===== src/rtl/irq_dist.sv =====
module irq_dist #(
  parameter int NLINES  = 32,
  parameter int IDW     = 10,
  parameter int ID_BASE = 32,
  parameter int ID_NONE = 1023
) (
  input  logic              clk,
  input  logic              rst_n,
  input  logic              bus_we,
  input  logic [3:0]        bus_addr,
  input  logic [31:0]       bus_wdata,
  output logic [31:0]       bus_rdata,
  input  logic              line_valid,
  input  logic [5:0]        line_idx,
  input  logic              line_level,
  input  logic              ack_req,
  output logic [IDW-1:0]    ack_id,
  input  logic              eoi_valid,
  input  logic [IDW-1:0]    eoi_id,
  output logic              irq,
  output logic              fiq
);
  localparam int LW = $clog2(NLINES);

  logic [NLINES-1:0] en_q, pend_q, act_q, grp_q;
  logic              g0_q, g1_q;
  logic [7:0]        prio_q [NLINES];

  logic [NLINES-1:0] fwd, ack_mask, eoi_mask, actclr_mask;
  logic [LW-1:0]     first_idx;
  logic              any_pend;
  logic [IDW-1:0]    eoi_off;

  assign fwd = pend_q & en_q & ~act_q;

  always_comb begin
    first_idx = '0;
    for (int i = NLINES - 1; i >= 0; i--)
      if (pend_q[i]) first_idx = i[LW-1:0];
  end
  assign any_pend = |pend_q;
  assign ack_id   = any_pend ? IDW'(ID_BASE) + IDW'(first_idx) : IDW'(ID_NONE);
  assign ack_mask = (ack_req && any_pend) ? (NLINES'(1) << first_idx) : '0;

  assign eoi_off  = eoi_id - IDW'(ID_BASE);
  assign eoi_mask = (eoi_valid && eoi_id >= IDW'(ID_BASE) && eoi_id < IDW'(ID_BASE + NLINES))
                    ? (NLINES'(1) << eoi_off[LW-1:0]) : '0;
  assign actclr_mask = (bus_we && bus_addr == 4'd4) ? bus_wdata[NLINES-1:0] : '0;

  always_ff @(posedge clk) begin
    if (!rst_n) begin
      en_q   <= '0;
      pend_q <= '0;
      act_q  <= '0;
      grp_q  <= '0;
      g0_q   <= 1'b0;
      g1_q   <= 1'b0;
      irq    <= 1'b0;
      fiq    <= 1'b0;
      for (int i = 0; i < NLINES; i++) prio_q[i] <= '0;
    end else begin
      irq <= g1_q && |(fwd & grp_q);
      fiq <= g0_q && |(fwd & ~grp_q);
      act_q <= (act_q & ~actclr_mask & ~eoi_mask) | ack_mask;
      if (line_valid && line_idx < 6'(NLINES))
        pend_q[line_idx[LW-1:0]] <= line_level;
      if (bus_we) begin
        case (bus_addr)
          4'd0: begin g0_q <= bus_wdata[0]; g1_q <= bus_wdata[1]; end
          4'd1: en_q  <= en_q | bus_wdata[NLINES-1:0];
          4'd2: en_q  <= en_q & ~bus_wdata[NLINES-1:0];
          4'd3: grp_q <= grp_q | bus_wdata[NLINES-1:0];
          default: ;
        endcase
        if (bus_addr[3])
          for (int b = 0; b < 4; b++)
            prio_q[{bus_addr[2:0], b[1:0]}] <= bus_wdata[8*b +: 8];
      end
    end
  end

  always_comb begin
    bus_rdata = '0;
    case (bus_addr)
      4'd0:       bus_rdata = {30'd0, g1_q, g0_q};
      4'd1, 4'd2: bus_rdata = en_q;
      4'd3:       bus_rdata = grp_q;
      default:
        if (bus_addr[3])
          bus_rdata = {prio_q[{bus_addr[2:0], 2'd3}], prio_q[{bus_addr[2:0], 2'd2}],
                       prio_q[{bus_addr[2:0], 2'd1}], prio_q[{bus_addr[2:0], 2'd0}]};
    endcase
  end

  a_r1_bad_index_ignored: assert property (@(posedge clk) disable iff (!rst_n)
    (line_valid && line_idx >= 6'(NLINES)) |=> $stable(pend_q));
  a_r2_idle_outputs_low: assert property (@(posedge clk) disable iff (!rst_n)
    (fwd == '0) |=> (!irq && !fiq));
  a_r4_ctrl_upper_zero: assert property (@(posedge clk) disable iff (!rst_n)
    (bus_addr == 4'd0) |-> (bus_rdata[31:2] == '0));
  a_r6_group_sticky: assert property (@(posedge clk) disable iff (!rst_n)
    $rose(rst_n) or 1'b1 |=> ((grp_q & $past(grp_q)) == $past(grp_q)));
  a_r9_ack_sets_active: assert property (@(posedge clk) disable iff (!rst_n)
    (ack_req && ack_id != IDW'(ID_NONE)) |=> act_q[$past(first_idx)]);
  a_r9_ack_none_when_idle: assert property (@(posedge clk) disable iff (!rst_n)
    (pend_q == '0) |-> (ack_id == IDW'(ID_NONE)));
endmodule


===== config.mk =====
export PLATFORM = sky130hd
export DESIGN_NAME = irq_dist
export DESIGN_NICKNAME = d
export VERILOG_FILES = /design/src/rtl/irq_dist.sv
export SDC_FILE = /design/constraint.sdc
export NUM_CORES = 1
export LEC_CHECK = 0
export ABC_AREA = 0
export BUFFER_PORTS_ARGS = -buffer_cell sky130_fd_sc_hd__buf_2
export CAP_MARGIN = 20
export CORE_MARGIN = 1
export CORE_UTILIZATION = 45
export CTS_CLUSTER_DIAMETER = 150
export CTS_CLUSTER_SIZE = 10
export DETAILED_ROUTE_END_ITERATION = 7
export PLACE_DENSITY = 0.7
export SYNTH_ARGS = -nofsm -noshare
export SYNTH_HDL_FRONTEND = slang
export SYNTH_SLANG_ARGS = --single-unit

===== constraint.sdc =====
create_clock -name clk -period 8 [get_ports clk]
set_input_delay 1.6 -clock clk [delete_from_list [all_inputs] [get_ports clk]]
set_output_delay 1.6 -clock clk [all_outputs]
set_load 0.1 [all_outputs]

==> run summary, run 1 <==
worst hold start - act_q[30]
post-synthesis area per instance - 10.4 µm²
Worst Skew - 0.00906 ns
switching pwr - 0.00120 W
CP max-delay cell - buf_4
run status - complete, no violations
Fin Setup TNS - 0 ns
DRT Wirelength - 60.8 mm
IO Count - 103
switching power share of the total - 26.4%
worst slew margin relative to its limit - 21.8%
Die Outline Area - 41700 µm²
type of the worst min-delay path - flip-flop to flip-flop
number of antenna-violating nets in the routed design - 0
leakage power - 7.66 nW
nature of the critical path endpoint - primary output
Post-synth ARST share - 0%
number of vias in the routed layout - 14.9k
worst setup path category - primary input to primary output
Crit. Startpoint - bus_addr[0]
hold buffer count at CTS - 0
Filler Cells Inserted - 3601
number of H-tree levels - 2
placed wire-length estimate - 39.7 mm
Max stage delay on crit path - 0.65 ns
floorplan die height - 204 µm
most repeated library cell on the critical path - buf_4
TritonCTS clock tree - yes
latest clock arrival within the worst-skew pair - 0.55 ns
total clock sinks - 388
number of DRC violations after detailed-routing iteration 0 - 2056
DR DRC count - 0
number of warnings reported in the yosys synthesis log - 0
Post-Synthesis Cells - 1773
part of the total power dissipated in sequential elements - 49.4%
post-route design area - 20500 µm²
total of buffers placed on input and output ports - 101
power density normalized to cell area - 222 nW/µm²
required time worst endpoint - 6.40 ns
CP Launch Type - primary input
worst vdd ir - 0.172 mV
Final #Nets - 1854
most instantiated flip-flop cell in the synthesis netlist - edfxtp_1
antenna violations before repair - 1
area post-placement - 19300 µm²
buffer cell driving the clock tree root - clkbuf_16
fraction of the cycle the final worst path needs - 78.0%
global-route wire length before repair - 90.2 mm
Overall Global Routing Usage - 29.1%
Tmin final - 6.24 ns
FF+latch count, synth - 388
unrepaired setup endpoints after global routing - false
final number of hold-violating endpoints - 0
cell-by-cell listing of the critical path - buf_4, buf_4, nor2b_1, a22oi_1, a21oi_1, o21ai_0, nand2_1, buf_2
Antenna Diode Count - 0
total standard cell area after synthesis - 18400 µm²
number of enable-type register cells in the synthesized netlist - 256
worst-path fanout max - 60
Data arrival, critical path - 4.64 ns
number of cell rows - 73
maximum root-to-sink buffer count - 3
CTS Buf Count - 44
largest net degree at the start of global routing - 98
layout cells sized above 1 - 14.2%
count of pins over their slew limit - 0
launch point of the worst reg-to-reg path - pend_q[15]
remaining global-route overflow - 0
total internal power - 0.00335 W
post-synthesis sequential area ratio - 56.1%
weighted congestion at the end of routability-driven global placement - 0.980
count of unique library cells instantiated by Yosys - 64
number of max-cap violations - 0
slew at the pin closest to its max-slew limit - 1.17 ns
starting density of the core - 46.0%
number of global-route vias before repair - 14.3k
router iterations before antenna repair - 6
ratio of routed vias to standard cells - 6.38
number of gates resized after CTS - 0
Area growth syn-to-layout - 11.3%
Clk pin slew, worst setup/hold paths - 0.05 ns
relative contribution of combinational cells to total power - 11.4%
clock power share - 39.2%
Placeable Area - 40000 µm²
Finish-stage setup viols - 0
WL/cell - 26.1 µm
Post-CTS Setup Inserts - 0
Die Wd - 204 µm
Synthesized Nets - 1832
Peak Freq - 160 MHz
## registers in the layout, summed over array words and instances, names as in the netlist, named ones only
register	cells
prio_q	256
act_q	32
grp_q	32
pend_q	32
fiq	1
g0_q	1
g1_q	1
irq	1
## routing by layer
metal  GRT usage (%)  routed length, µm  vias to the layer above
li1                -                  -                     6558
met1            37.1              23000                     7206
met5               0                  0                        -
met2            46.7              28700                      943
met4            15.0               2880                        0
met3            5.84               6100                      165
## stage by stage
step / std cells / utilization, % / setup slack [ns] / hold slack [ns] / total power (W)
after detailed placement: 2272 / 48.1 / 1.83 / 0.485 / 0.00280
after global routing: 2332 / 51.2 / 1.60 / 0.531 / 0.00465
after global placement: 2272 / 48.1 / 1.88 / 0.479 / 0.00279
final: 2332 / 51.2 / 1.76 / 0.488 / 0.00455
after CTS: 2330 / 51.1 / 1.82 / 0.492 / 0.00455
after floorplan: 1773 / - / 1.50 / 0.426 / 0.00264
## worst max-delay path: cells and delay by family
kind	cells	cell delay [ns]
and+or+nand+nor	2	0.81
buffers and inverters	3	1.60
AOI/OAI and AO/OA	3	0.53
## power groups by stage
| stage | Clock, W | Combinational, W | Sequential (W) |
|---|---|---|---|
| 2_1_floorplan | 0 | 0.000357 | 0.00228 |
| 3_3_place_gp | 0 | 0.000504 | 0.00229 |
| 3_5_place_dp | 0 | 0.000507 | 0.00229 |
| 4_1_cts | 0.00179 | 0.000508 | 0.00225 |
| 5_1_grt | 0.00186 | 0.000539 | 0.00226 |
| 6_report | 0.00178 | 0.000518 | 0.00225 |
## synthesized netlist by cell type, types with 40 or more instances
cell / count / area, µm²
edfxtp_1: 256 / 7690
and2_1: 165 / 1030
nand2_1: 152 / 571
a21oi_1: 147 / 736
nor2_1: 139 / 522
dfxtp_1: 132 / 2640
clkbuf_1: 126 / 473
and3_1: 101 / 632
o21ai_0: 83 / 415
a22oi_1: 60 / 450
nor3_1: 49 / 245
a211oi_1: 40 / 300
## placed cells by master (no fill, tap or decap), types with 21 or more instances in the layout
cell and instances:
a211oi_1 40, a21oi_1 147, a22oi_1 60, and2_1 165, and3_1 100, buf_2 99, buf_4 31, clkbuf_16 45
dfxtp_1 132, edfxtp_1 256, inv_1 21, mux2_2 28, mux2i_1 33, nand2_1 151, nand3_1 22, nor2_1 133
nor3_1 43, o21ai_0 79
## path summary, 6_finish.rpt
path         cells past startpoint           end  slack [ns]
max                              8  bus_rdata[2]        1.76
min reg2reg                      2     act_q[30]        0.49
min                              2     act_q[30]        0.49
max reg2reg                      5      act_q[5]        5.45
## logic make-up (layout without fill, tap and decap cells)
group | after synthesis | in the layout | share of synthesized area (%)
compound gates | 424 | 424 | 14.8
buf+inv | 178 | 212 | 3.92
other cells | 1 | 1 | 0.0204
flops | 388 | 388 | 56.1
mux | 75 | 75 | 5.22
simple gates | 707 | 707 | 19.9
## layout make-up
type / count / area [µm²] / share of cell area [%]
inverter: 22 / 82.6 / 0.403
timing repair buffer: 132 / 768 / 3.75
clock buffer: 56 / 1180 / 5.75
clock inverter: 2 / 17.5 / 0.0855
multi-input combinational: 1207 / 7450 / 36.4
tap: 525 / 657 / 3.21
sequential: 388 / 10300 / 50.4
Note: power is estimated with default switching activity, not from simulation.
==> run 2: changes to the inputs <==
Settings changed: ABC_AREA 0 to 1.
Clock period 8 ns to 6 ns, I/O delays scaled along.
==> run 2 against run 1 <==
Compared with the run above:
- non-clock buffer count grew 9
- clock power grew 31%
- critical path type unchanged
- register-to-register slack lost 2.4 ns
- worst setup slack lost 0.69 ns
- synthesized cell count grew 4.7%
- combinational power grew 31%
- clock skew grew 0.010 ns
- first-iteration DRC count shrank 8.7%
- largest cell class unchanged
- clock-buffer cell count shrank 3
- via count grew 1.6%
==> run summary, run 2 <==
run status - complete, no violations
relative contribution of combinational cells to total power - 11.3% (about the same)
CTS Buf Count - 44 (unchanged)
Crit. Startpoint - bus_addr[0]
unrepaired setup endpoints after global routing - false
number of global-route vias before repair - 14.4k (+0.50%)
total clock sinks - 388 (unchanged)
TritonCTS clock tree - yes
leakage power - 6.99 nW (-8.7%)
post-route design area - 19700 µm² (-3.9%)
layout cells sized above 1 - 12.1% (-2.1 points)
delay-heaviest family, CP - buffers and inverters
launch point of the worst reg-to-reg path - pend_q[30]
placed wire-length estimate - 36.9 mm (-6.8%)
Post-Synthesis Cells - 1856 (+4.7%)
Peak Freq - 203 MHz
final number of hold-violating endpoints - 0 (unchanged)
Clk pin slew, worst setup/hold paths - 0.06 ns (about the same)
number of flip-flops under the largest register name - 256 (unchanged)
Die Wd - 198 µm (-2.8%)
most common cell after layout, fill and taps aside - nor2_1
most instantiated flip-flop cell in the synthesis netlist - edfxtp_1
worst vdd ir - 0.231 mV (+34%)
most frequently used cell type in the post-synthesis netlist - nor2_1
total of buffers placed on input and output ports - 101 (unchanged)
Non-Filler Instances - 2461 (+5.5%)
ratio of routed vias to standard cells - 6.14 (-3.7%)
Tmin final - 4.92 ns
part of the total power dissipated in sequential elements - 49.8% (+0.4 points)
Post-CTS Setup Inserts - 0 (unchanged)
most frequent cells in the layout - nor2_1 (324), nand2_1 (262), edfxtp_1 (256), inv_1 (133), dfxtp_1 (132)
slew at the pin closest to its max-slew limit - 1.14 ns (-0.0373 ns)
buffer cell driving the clock tree root - clkbuf_16
most repeated library cell on the critical path - buf_2
worst hold margin - 0.487 ns (-0.00134 ns)
post-synthesis sequential area ratio - 59.5% (+3.3 points)
Area growth syn-to-layout - 13.4%
count of pins over their slew limit - 0 (unchanged)
worst-path fanout max - 11 (-82%)
area post-placement - 18500 µm² (-3.8%)
IO Count - 103 (unchanged)
Synthesized Nets - 1915 (+4.5%)
power density normalized to cell area - 306 nW/µm² (+38%)
fraction of the cycle the final worst path needs - 82.1%
most area-consuming cells after synthesis - edfxtp_1 (44%), dfxtp_1 (15%), nor2_1 (7.1%)
CP Launch Type - primary input
register with the most flip-flops - prio_q
global-route wire length before repair - 86.5 mm (-4.2%)
hold buffer count at CTS - 0 (unchanged)
Worst Skew - 0.0192 ns (+0.0101 ns)
DRT Wirelength - 58.1 mm (-4.4%)
weighted congestion at the end of routability-driven global placement - 0.934 (-4.7%)
switching pwr - 0.00161 W (+34%)
Overall Global Routing Usage - 29.6% (+0.57 points)
cell-by-cell listing of the critical path - buf_2, inv_2, nor3_2, buf_4, a22o_1, a221oi_1, nand4_1, nand2_1, o221ai_1, buf_2
worst setup path category - primary input to primary output
switching power share of the total - 26.8% (+0.34 points)
nature of the critical path endpoint - primary output
number of H-tree levels - 2 (unchanged)
clock power share - 39.0% (-0.2 points)
cell count after placement - 2405 (+5.9%)
Post-synth ARST share - 0% (unchanged)
cell types with the highest counts after synthesis - nor2_1 (327), nand2_1 (262), edfxtp_1 (256)
count of unique library cells instantiated by Yosys - 41 (-36%)
Filler Cells Inserted - 3465 (-3.8%)
total standard cell area after synthesis - 17400 µm² (-5.6%)
Fin Setup TNS - 0 ns (unchanged)
number of enable-type register cells in the synthesized netlist - 256 (unchanged)
proportion of netlist area held by the largest area contributor - 44.3% (+2.5 points)
number of warnings reported in the yosys synthesis log - 0 (unchanged)
number of gates resized after CTS - 0 (unchanged)
Placeable Area - 37800 µm² (-5.4%)
worst slew margin relative to its limit - 23.9% (+2.1 points)
number of max-cap violations - 0 (unchanged)
Data arrival, critical path - 3.72 ns (-0.92 ns)
maximum root-to-sink buffer count - 3 (unchanged)
starting density of the core - 45.9% (-0.11 points)
core occupancy in the finished layout - 52.0% (+0.82 points)
number of antenna-violating nets in the routed design - 0 (unchanged)
Die Outline Area - 39400 µm² (-5.6%)
remaining global-route overflow - 0 (unchanged)
type of the worst min-delay path - flip-flop to flip-flop
number of vias in the routed layout - 15.1k (+1.6%)
WL/cell - 23.6 µm (-9.4%)
CP max-delay cell - nor3_2
Max stage delay on crit path - 0.85 ns (+0.20 ns)
post-synthesis area per instance - 9.36 µm² (-9.8%)
floorplan die height - 198 µm (-2.8%)
latest clock arrival within the worst-skew pair - 0.55 ns (about the same)
total internal power - 0.00441 W (+32%)
Final #Nets - 1999 (+7.8%)
FF+latch count, synth - 388 (unchanged)
number of DRC violations after detailed-routing iteration 0 - 1878 (-8.7%)
router iterations before antenna repair - 6 (unchanged)
required time worst endpoint - 4.80 ns (-1.60 ns)
antenna violations before repair - 2 (+1)
CP Buf/Inv Count - 4 (+1)
largest net degree at the start of global routing - 92 (-6.1%)
cell taking the most area after synthesis - edfxtp_1
Finish-stage setup viols - 0 (unchanged)
DR DRC count - 0 (unchanged)
worst hold start - act_q[20]
number of cell rows - 71 (-2.7%)
-- run 2: cell types whose count changed after synthesis, moves of 36 or more --
cell      before  now
nand3_1       22   59
nand4_1        6   62
a21oi_1      147  111
o221ai_1       1   46
inv_1         21  133
a211oi_1      40    0
and3_1       101    0
and2_1       165    0
nand2_1      152  262
nor2_1       139  327
o21ai_0       83   36
-- run 2: layer usage --
layer / share of wire, % / wire, µm / GRT usage (%) / vias to the layer above
met2: 47 / 27500 / 48.8 / 966
met3: 10 / 5850 / 5.75 / 193
li1: - / - / - / 6722
met4: 5.0 / 2900 / 14.0 / 2
met1: 38 / 21800 / 37.6 / 7226
met5: 0.024 / 14 / 0 / -
-- run 2: power groups by stage --
stage / clock, W / sequential, W / combinational, W
2_1_floorplan: 0 / 0.00304 / 0.000456
3_3_place_gp: 0 / 0.00304 / 0.000661
3_5_place_dp: 0 / 0.00305 / 0.000664
4_1_cts: 0.00234 / 0.00299 / 0.000667
5_1_grt: 0.00245 / 0.00300 / 0.000706
6_report: 0.00234 / 0.00299 / 0.000679
-- run 2: cells by family after synthesis --
family | synth area share [%]
other cells | 0.0216
flops | 59.5
compound gates | 14.8
simple gates | 19.2
buf+inv | 6.51
-- run 2: worst min-delay path, cell delays in order (launching register included) --
cell,delay [ns]
dfxtp_1,0.31
o221ai_1,0.06
a21oi_1,0.07
-- run 2: area by class of cell --
class	instances	area [µm²]	area share [%]
antenna	1	2.50	0.0127
tap	511	639	3.25
timing repair buffer	141	868	4.41
inverter	193	724	3.68
clock buffer	53	1140	5.81
sequential	388	10300	52.5
multi-input combinational	1172	5950	30.2
clock inverter	2	25.0	0.127
-- run 2: per-stage QoR --
step                      total power, W  setup WS (ns)
final                            0.00602           1.08
after global routing             0.00616           1.04
after CTS                        0.00600           1.17
after detailed placement         0.00371           1.19
after global placement           0.00370           1.14
after floorplan                  0.00349          0.102
-- run 2: worst paths after layout --
| check | slack [ns] | to | cells after the start |
|---|---|---|---|
| worst min-delay path | 0.49 | act_q[20] | 2 |
| worst max register to register | 3.10 | act_q[24] | 34 |
| worst min register to register | 0.49 | act_q[20] | 2 |
| worst max-delay path | 1.08 | bus_rdata[4] | 10 |
==> run 3: changes to the inputs <==
Settings changed: PLACE_DENSITY 0.7 to 0.72.
Clock period 6 ns to 4 ns, I/O delays scaled along.
==> run 3 against run 2 <==
Compared with the run above:
- global-route usage down 0.12 points
- worst setup slack worse by 0.85 ns
- cell area is 3.5% higher
- final cell count grew 0.37%
- combinational power rose by 71%
- first-iteration DRC count is 3.9% lower
- critical endpoint is now ack_id[2]
- highest routed layer is now met4
==> run summary, run 3 (synthesized netlist as in run 2, its figures left out) <==
run status - complete, no violations
worst-path fanout max - 6 (-5)
unrepaired setup endpoints after global routing - true
Overall Global Routing Usage - 29.5% (-0.12 points)
Tmin final - 3.77 ns
Non-Filler Instances - 2470 (+0.37%)
placed wire-length estimate - 37.2 mm (+0.62%)
power density normalized to cell area - 450 nW/µm² (+47%)
router iterations before antenna repair - 6 (unchanged)
cell count after placement - 2412 (+0.29%)
Data arrival, critical path - 2.97 ns (-0.75 ns)
nature of the critical path endpoint - primary output
worst vdd ir - 0.372 mV (+61%)
CP max-delay cell - nor4_1
total of buffers placed on input and output ports - 101 (unchanged)
number of global-route vias before repair - 14.4k (+0.26%)
Post-CTS Setup Inserts - 0 (unchanged)
worst hold start - bus_wdata[10]
Reg-to-Reg End - act_q[0]
launch point of the worst reg-to-reg path - pend_q[24]
Area growth syn-to-layout - 17.4%
least setup slack across all paths after layout - 0.228 ns (-0.847 ns)
worst setup path category - flip-flop to primary output
largest net degree at the start of global routing - 92 (unchanged)
layout cells sized above 1 - 12.8% (+0.70 points)
IO Count - 103 (unchanged)
Clk pin slew, worst setup/hold paths - 0.06 ns (about the same)
count of pins over their slew limit - 0 (unchanged)
maximum root-to-sink buffer count - 3 (unchanged)
most frequent cells in the layout - nor2_1 (322), nand2_1 (261), edfxtp_1 (256), inv_1 (132), dfxtp_1 (131)
remaining global-route overflow - 0 (unchanged)
CTS Buf Count - 44 (unchanged)
post-route design area - 20400 µm² (+3.5%)
CP Launch Type - flip-flop
Antenna Diode Count - 0 (-1)
worst reg2reg setup slack - 1.21 ns (-1.89 ns)
number of antenna-violating nets in the routed design - 0 (unchanged)
number of H-tree levels - 2 (unchanged)
Max stage delay on crit path - 0.69 ns (-0.16 ns)
Placeable Area - 37800 µm² (unchanged)
WL/cell - 23.5 µm (-0.35%)
Die Outline Area - 39400 µm² (unchanged)
type of the worst min-delay path - primary input to flip-flop
fraction of the cycle the final worst path needs - 94.3%
hold path depth - 2 (unchanged)
required time worst endpoint - 3.20 ns (-1.60 ns)
overall power of the completed layout - 0.00917 W (+53%)
pre-CTS worst setup slack - 0.565 ns (-0.627 ns)
ratio of routed vias to standard cells - 6.10 (-0.62%)
Final #Nets - 2007 (+0.40%)
weighted congestion at the end of routability-driven global placement - 0.995 (+6.5%)
leakage power - 7.20 nW (+3.0%)
clock power share - 38.5% (-0.5 points)
slew at the pin closest to its max-slew limit - 1.04 ns (-0.0915 ns)
total internal power - 0.00676 W (+53%)
cell-by-cell listing of the critical path - nor4_1, nand2_1, nor3_1, inv_1, nor2_4, inv_1, nand2_1, buf_2
TritonCTS clock tree - yes
switching pwr - 0.00241 W (+50%)
Peak Freq - 265 MHz
total clock sinks - 388 (unchanged)
DRT Wirelength - 58.1 mm (about the same)
CP Buf/Inv Count - 3 (-1)
final number of hold-violating endpoints - 0 (unchanged)
Worst Skew - 0.00993 ns (-0.00924 ns)
depth of the worst register-to-register path - 10 (-71%)
switching power share of the total - 26.3% (-0.46 points)
floorplan die height - 198 µm (unchanged)
area post-placement - 19200 µm² (+3.5%)
worst slew margin relative to its limit - 30.4% (+6.5 points)
number of DRC violations after detailed-routing iteration 0 - 1805 (-3.9%)
delay-heaviest family, CP - simple AND/OR/NAND/NOR gates
number of max-cap violations - 0 (unchanged)
Filler Cells Inserted - 3370 (-2.7%)
part of the total power dissipated in sequential elements - 48.9% (-0.9 points)
number of flip-flops under the largest register name - 256 (unchanged)
global-route wire length before repair - 86.2 mm (-0.33%)
number of vias in the routed layout - 15.1k (-0.26%)
number of cell rows - 71 (unchanged)
antenna violations before repair - 1 (-1)
starting density of the core - 45.9% (unchanged)
Die Wd - 198 µm (unchanged)
DR DRC count - 0 (unchanged)
register with the most flip-flops - prio_q
most common cell after layout, fill and taps aside - nor2_1
latest clock arrival within the worst-skew pair - 0.54 ns (about the same)
Finish-stage setup viols - 0 (unchanged)
buffer cell driving the clock tree root - clkbuf_16
relative contribution of combinational cells to total power - 12.6% (+1.3 points)
run 3: worst max-delay path by stage:
stage,startpoint,to,slack (ns),cells past startpoint
detailed placement,bus_addr[1],bus_rdata[11],0.56,10
finish,pend_q[24],ack_id[2],0.23,8
global placement,pend_q[31],ack_id[0],0.59,33
CTS,pend_q[30],ack_id[0],0.01,34
floorplan,bus_addr[0],bus_rdata[10],-0.35,8
global route,pend_q[30],ack_id[0],-0.04,34
run 3: timing repair:
item,4_1_cts,5_1_grt
resized for setup,0,9
endpoints found under the setup margin,0,2
hold buffers,0,0
run 3: through the flow:
step / util [%] / setup TNS (ns) / hold WS [ns]
finish: 53.8 / 0 / 0.469
global placement: 50.6 / 0 / 0.469
CTS: 53.8 / 0 / 0.462
global route: 53.8 / -0.0380 / 0.472
floorplan: - / -10.35 / 0.439
detailed placement: 50.6 / 0 / 0.476
run 3: layer usage:
layer  part of all wire (%)  up-vias  track usage, %
met5                      0        -               0
met4                    4.4        0            13.4
met3                     10      147            5.76
met2                     47      933            49.5
met1                     38     7249            36.9
li1                       -     6741               -
run 3: power groups by stage:
stage,clock network [W],registers [W],logic [W]
detailed placement,0,0.00457,0.00113
global placement,0,0.00456,0.00112
finish,0.00353,0.00449,0.00116
global route,0.00368,0.00450,0.00120
floorplan,0,0.00455,0.000687
CTS,0.00353,0.00449,0.00113
run 3: cell type report:
class	instances	area, µm²	area share (%)
clock buffer	57	1180	5.80
multi-input combinational	1172	5990	29.4
tap	511	639	3.14
timing repair buffer	149	1510	7.42
sequential	388	10300	50.7
inverter	193	724	3.55
